## config.mk

```make
export PLATFORM = sky130hd
export DESIGN_NAME = sdclk_gen
export DESIGN_NICKNAME = d
export VERILOG_FILES = /design/src/rtl/sdclk_pkg.sv /design/src/rtl/sdclk_divider.sv /design/src/rtl/sdclk_stable.sv /design/src/rtl/sdclk_gate.sv /design/src/rtl/sdclk_gen.sv
export SDC_FILE = /design/constraint.sdc
export NUM_CORES = 1
export LEC_CHECK = 0
export BUFFER_PORTS_ARGS = -buffer_cell sky130_fd_sc_hd__clkbuf_2
export CAP_MARGIN = 10
export CORE_MARGIN = 2
export CORE_UTILIZATION = 33
export DETAILED_ROUTE_END_ITERATION = 10
export PLACE_DENSITY = 0.59
export RECOVER_POWER = 25
export SKIP_CTS_REPAIR_TIMING = 1
export SYNTH_ARGS = -nofsm -noshare
export SYNTH_HDL_FRONTEND = slang
export SYNTH_HIERARCHICAL = 1
export SYNTH_SLANG_ARGS = --single-unit
```

## constraint.sdc

```tcl
create_clock -name clk -period 6.1 [get_ports clk]
set_clock_uncertainty 0.1 [all_clocks]
set_input_delay 1.22 -clock clk [delete_from_list [all_inputs] [get_ports clk]]
set_output_delay 1.22 -clock clk [all_outputs]
set_load 0.05 [all_outputs]
```

## src/rtl/sdclk_pkg.sv

```systemverilog
package sdclk_pkg;
   typedef enum logic {
      MODE_DIV  = 1'b0,
      MODE_PASS = 1'b1
   } sdclk_mode_e;
endpackage

```

## src/rtl/sdclk_divider.sv

```systemverilog
module sdclk_divider
   import sdclk_pkg::*;
#(
   parameter int unsigned DIV_W       = 4,
   parameter bit          ZERO_BYPASS = 1'b1
) (
   input  logic             clk,
   input  logic             rst_n,
   input  logic [DIV_W-1:0] div_req,
   input  logic             gate_closed,
   output logic [DIV_W-1:0] cur_div,
   output logic [DIV_W-1:0] eff_req,
   output logic             div_q,
   output logic             tick,
   output sdclk_mode_e      mode
);
   logic [DIV_W-1:0] cnt;
   logic             term;
   logic             load;

   generate
      if (ZERO_BYPASS) begin : g_pass
         assign eff_req = div_req;
      end else begin : g_nopass
         assign eff_req = (div_req == '0) ? DIV_W'(1) : div_req;
      end
   endgenerate

   assign term = (cur_div != '0) && (cnt == cur_div - 1'b1);
   // rising point of the divided clock (every source cycle in pass-through)
   assign tick = (cur_div == '0) | (term & ~div_q);
   assign load = tick & gate_closed & (eff_req != cur_div);
   assign mode = (cur_div == '0) ? MODE_PASS : MODE_DIV;

   always_ff @(posedge clk or negedge rst_n) begin
      if (!rst_n) begin
         cur_div <= '0;
         cnt     <= '0;
         div_q   <= 1'b0;
      end else if (load) begin
         cur_div <= eff_req;
         cnt     <= '0;
         div_q   <= (eff_req != '0);
      end else if (term) begin
         cnt     <= '0;
         div_q   <= ~div_q;
      end else if (cur_div != '0) begin
         cnt     <= cnt + 1'b1;
      end
   end

   // the applied value only moves while the gate was closed
   a_r7_load_when_closed: assert property (@(posedge clk) disable iff (!rst_n)
      (cur_div != $past(cur_div)) |-> $past(gate_closed));
endmodule

```

## src/rtl/sdclk_stable.sv

```systemverilog
module sdclk_stable #(
   parameter int unsigned STABLE_PERIODS = 2
) (
   input  logic clk,
   input  logic rst_n,
   input  logic changed,
   input  logic sw_rst,
   input  logic tick,
   output logic stable
);
   localparam int unsigned SW = $clog2(STABLE_PERIODS + 1);
   localparam logic [SW-1:0] TARGET = SW'(STABLE_PERIODS);

   logic [SW-1:0] cnt;

   always_ff @(posedge clk or negedge rst_n) begin
      if (!rst_n) begin
         cnt <= '0;
      end else if (changed | sw_rst) begin
         cnt <= '0;
      end else if (tick && (cnt != TARGET)) begin
         cnt <= cnt + 1'b1;
      end
   end

   assign stable = (cnt == TARGET);

   // a pending value drops the flag on the next edge
   a_r4_clear_on_change: assert property (@(posedge clk) disable iff (!rst_n)
      changed |=> !stable);
   // a reset request drops the flag on the next edge
   a_r8_clear_on_swrst: assert property (@(posedge clk) disable iff (!rst_n)
      sw_rst |=> !stable);
endmodule

```

## src/rtl/sdclk_gate.sv

```systemverilog
module sdclk_gate
   import sdclk_pkg::*;
#(
   parameter bit ZERO_BYPASS = 1'b1
) (
   input  logic        clk,
   input  logic        rst_n,
   input  logic        clk_en,
   input  logic        stable,
   input  logic        sw_rst,
   input  sdclk_mode_e mode,
   input  logic        div_q,
   output logic        gate_closed,
   output logic        card_clk
);
   logic req;
   logic gate_q;
   logic byp_en;

   assign req = clk_en & stable & ~sw_rst;

   // divided path: gate moves only while the divided clock is low
   always_ff @(posedge clk or negedge rst_n) begin
      if (!rst_n)      gate_q <= 1'b0;
      else if (!div_q) gate_q <= req;
   end

   // pass-through path: gate moves on the falling source edge
   always_ff @(negedge clk or negedge rst_n) begin
      if (!rst_n) byp_en <= 1'b0;
      else        byp_en <= gate_q;
   end

   assign gate_closed = ~gate_q & ~byp_en;

   generate
      if (ZERO_BYPASS) begin : g_mux
         assign card_clk = (mode == MODE_PASS) ? (clk & byp_en) : (div_q & gate_q);
      end else begin : g_div_only
         assign card_clk = div_q & gate_q;
      end
   endgenerate

   // a closed gate means an idle output
   a_r5_closed_is_low: assert property (@(posedge clk) disable iff (!rst_n)
      gate_closed |-> !card_clk);
   // the gate never opens without the settled flag
   a_r5_open_needs_stable: assert property (@(posedge clk) disable iff (!rst_n)
      $rose(gate_q) |-> $past(stable));
endmodule

```

## src/rtl/sdclk_gen.sv

```systemverilog
module sdclk_gen
   import sdclk_pkg::*;
#(
   parameter int unsigned DIV_W          = 4,
   parameter int unsigned STABLE_PERIODS = 2,
   parameter bit          ZERO_BYPASS    = 1'b1
) (
   input  logic             clk,
   input  logic             rst_n,
   input  logic             clk_en,
   input  logic [DIV_W-1:0] div_val,
   input  logic             sw_rst,
   output logic             card_clk,
   output logic             clk_stable
);
   generate
      if (DIV_W < 1 || DIV_W > 16) begin : g_bad_width
         $error("sdclk_gen: DIV_W must be 1..16");
      end
      if (STABLE_PERIODS < 1 || STABLE_PERIODS > 7) begin : g_bad_stable
         $error("sdclk_gen: STABLE_PERIODS must be 1..7");
      end
   endgenerate

   logic [DIV_W-1:0] cur_div;
   logic [DIV_W-1:0] eff_req;
   logic             div_q;
   logic             tick;
   logic             gate_closed;
   sdclk_mode_e      mode;

   sdclk_divider #(.DIV_W(DIV_W), .ZERO_BYPASS(ZERO_BYPASS)) u_div (
      .clk        (clk),
      .rst_n      (rst_n),
      .div_req    (div_val),
      .gate_closed(gate_closed),
      .cur_div    (cur_div),
      .eff_req    (eff_req),
      .div_q      (div_q),
      .tick       (tick),
      .mode       (mode)
   );

   sdclk_stable #(.STABLE_PERIODS(STABLE_PERIODS)) u_stab (
      .clk    (clk),
      .rst_n  (rst_n),
      .changed(eff_req != cur_div),
      .sw_rst (sw_rst),
      .tick   (tick),
      .stable (clk_stable)
   );

   sdclk_gate #(.ZERO_BYPASS(ZERO_BYPASS)) u_gate (
      .clk        (clk),
      .rst_n      (rst_n),
      .clk_en     (clk_en),
      .stable     (clk_stable),
      .sw_rst     (sw_rst),
      .mode       (mode),
      .div_q      (div_q),
      .gate_closed(gate_closed),
      .card_clk   (card_clk)
   );
endmodule

```

# Word level (Yosys, flattened, before mapping)
# Cells that the tools add are included.
# word_totals
latch_bits	0
mem_count	0
regBits	13
output_inout_bits	2
word_cells	44
ramBits	0
mem_bits_ro	0
# op_classes
muxes	9
bitwise_logic	14
add_sub_neg	3
reduce_logical	8
n_div	0
n_lt_le_gt_ge	0
shifts	0
n_eq_ne	4
n_mul	0
# ops
cell	count
4-bit 2-to-1 mux	3
1-bit AND	8
4-bit nonzero test	2
4-bit by 1-bit adder with 4-bit output, second input constant	1
4-bit == test	1
4-bit logical NOT	1
1-bit 2-to-1 mux	4
2-bit 2-to-1 mux	2
4-bit inequality test	1
1-bit inverter	4
2-bit nonzero test	2
4-bit by 1-bit subtractor with 4-bit output, second input constant	1
3-bit nonzero test	1
2-bit by 1-bit adder with 2-bit output, second input constant	1
2-bit == test, second input constant	1
1-bit logical AND	2
2-bit inequality test, second input constant	1
1-bit OR	2

# Depth between registers and ports, before layout
# depth
depth_word	8
mapped_depth	9
mapped_depth_nobuf	9

# Hierarchy
# The synthesis kept the hierarchy.
# modules_own_cells
module	n_inst	cells_each	area_each_um2
sdclk_divider	1	70	663.1
sdclk_stable	1	10	126.4
sdclk_gate	1	8	90.1
sdclk_gen	1	5	41.3

==> results by group <==
Worst setup path
  • Max FO, Critical Path: 2
  • Critical-path cell list: nand3_1, o21ai_2, clkbuf_2
  • CP max-delay cell: dfrtn_1
  • Worst endpoint required time: 4.78 ns
  • Max incr delay on CP: 0.41 ns
  • WS Path Type: reg -> out
  • Critical path launch point type: flip-flop
  • CP endpoint kind: output pin
  • Critical path data arrival time: 4.29 ns

Global route
  • Overflow after GRT: 0
  • Pin count of the biggest net entering global routing: 14
  • Antenna violations before repair: 0
  • Vias in the first global route: 723
  • GRT Total Usage: 13.9%
  • First-pass GRT wire length: 3310 um

Route
  • First-pass DRT Iterations: 4
  • DRC violations left: 0
  • Vias/cell: 5.16
  • 1st-iter DRT viols: 6
  • Total Wirelength: 1820 um
  • DR vias: 702
  • ANT nets after route: 0
  • Drt wl/cell: 13.4 um

Timing
  • RSZ-0062 raised after global routing: no
  • Worst slew pin tran: 0.717 ns
  • # setup viols final: 0
  • Total negative slack: 0 ns
  • Slew HR: 52.2%
  • Final hold violations: 0
  • Final Slew Violations: 0

Yosys
  • Post-Syn Nets: 104
  • Sequential share of the synthesized area: 35.3%
  • Synth Instances: 93
  • Distinct cells, synth: 34
  • Syn_area_per_cell: 9.90 um^2
  • Synth Register Bits: 13
  • Yosys warns: 6
  • Post-Syn Area: 921 um^2

Floorplan
  • Initial core utilization: 34.0%
  • IO Pins: 10
  • # rows: 19
  • Core Area: 0.00271 mm^2
  • Die X: 56.8 um
  • Die area: 0.00323 mm^2
  • Die H: 56.8 um

Finish
  • Antenna fix cells: 0
  • NumNets Final: 117
  • Ratio of cells with drive above 1 in the final layout: 23.8%
  • Most frequent cells in the layout: dfrtp_1 (12), inv_1 (10), clkbuf_2 (8)
  • Syn-to-layout area delta: 11.0%
  • Finished Layout Cells: 136
  • Number of fillers in the final layout: 295
  • Commonest non-fill, non-tap cell in the layout: dfrtp_1

Clock network
  • Worst skew pair latency: 0.40 ns
  • Clock transition at path regs: 0.08 ns
  • CTS tree: yes

Status
  • Status: finished clean

Power and ir drop
  • PwrDens: 407 mW/mm^2
  • Leak pwr: 0.448 nW
  • Max VDD drop: 226 uV

Placement
  • GPL Wtd Cong: 0.811
  • Placed insts: 129
  • HPWL after detailed placement: 1410 um
  • I/O Buffers: 9

Worst hold path
  • HP Class: reg -> reg

Run
  • Max-cap viol count: 0
where the power goes:
part           leakage [nW]  total (mW)  internal (mW)  switching [mW]
sequential            0.158       0.162          0.114          0.0486
clock                0.0380      0.0813         0.0470          0.0342
combinational         0.252       0.173         0.0831          0.0897
total                 0.448       0.416          0.244           0.173
path summary, 6_finish.rpt:
path	slack [ns]	end	depth (start not counted)	startpoint
max in group asynchronous	1.74	u_gate/byp_en	1	rst_n
worst min register to register	0.47	u_stab/cnt[1]	2	u_stab/cnt[1]
worst max register to register	1.47	u_div/div_q	4	u_gate/byp_en
worst max-delay path	0.49	card_clk	3	u_gate/byp_en
worst min-delay path	0.47	u_stab/cnt[1]	2	u_stab/cnt[1]
min in group asynchronous	0.76	u_stab/cnt[1]	1	rst_n
per-stage QoR:
stage          area, um^2  hold WS, ns  power [mW]  util (%)  worst slack, ns
2_1_floorplan         921        0.402       0.299         -             1.04
3_3_place_gp          975        0.435       0.332      36.0            0.939
3_5_place_dp          975        0.461       0.338      36.0            0.920
4_1_cts              1020        0.481       0.423      37.8            0.457
5_1_grt              1020        0.511       0.461      37.7            0.424
6_report             1020        0.475       0.416      37.7            0.487
flip-flops by register name, indices dropped and copies added (netlist names):
name	cells
u_gate/byp_en	1
u_stab/cnt	2
u_div/cnt	4
u_gate/gate_q	1
u_div/cur_div	4
u_div/div_q	1
area by class of cell:
class / instances / area, um^2 / share of cell area, %
Timing Repair Buffer: 8 / 38.8 / 3.79
Clock buffer: 8 / 53.8 / 5.26
Sequential cell: 13 / 325 / 31.8
Inverter: 10 / 37.5 / 3.67
Tap cell: 31 / 38.8 / 3.79
Multi-Input combinational cell: 66 / 528 / 51.7
routing by layer:
layer	GRT usage [%]	vias to the layer above	wire length (um)
li1	-	358	-
met1	17.0	333	867
met2	20.8	11	864
met3	7.14	0	84
met4	4.98	0	0
met5	0	-	0
cells by family (layout without fill, tap and decap cells):
kind of cell | count (synthesis) | after routing | synth area share (%)
xor gates and xnor gates | 15 | 15 | 15.8
buffers and inverters | 14 | 26 | 7.34
and+or+nand+nor | 26 | 26 | 17.5
adders and majority gates | 3 | 3 | 4.08
DFF | 13 | 13 | 35.3
AOI/OAI and AO/OA | 22 | 22 | 20.0
cells in the mapped netlist, drive strengths merged:
| library cell | number | area, um^2 |
|---|---|---|
| nand3 | 7 | 40.0 |
| o2111ai | 1 | 8.76 |
| inv | 10 | 37.5 |
| nand4 | 1 | 6.26 |
| o311ai | 4 | 42.6 |
| o221ai | 2 | 17.5 |
| xnor2 | 7 | 61.3 |
| xnor3 | 1 | 22.5 |
| xor2 | 7 | 61.3 |
| o211ai | 4 | 30.0 |
| o21ai | 6 | 33.8 |
| o41ai | 1 | 16.3 |
| buf | 4 | 30.0 |
| and2 | 1 | 6.26 |
| dfrtp | 12 | 300 |
| dfrtn | 1 | 25.0 |
| nor2 | 2 | 7.51 |
| or4 | 1 | 7.51 |
| a21oi | 1 | 5.00 |
| nor3b | 1 | 12.5 |
| o31a | 1 | 8.76 |
| nand2 | 8 | 32.5 |
| o2bb2ai | 1 | 8.76 |
| o31ai | 1 | 12.5 |
| nand2b | 1 | 13.8 |
| nor3 | 4 | 35.0 |
| ha | 3 | 37.5 |
critical path: cells and delay by family (launching register included):
kind,cells,cell delay (ns)
AOI/OAI and AO/OA,1,0.07
buffers and inverters,1,0.28
and+or+nand+nor,1,0.08
DFF,1,0.41
No activity file was read; power rests on OpenSTA's default activity.
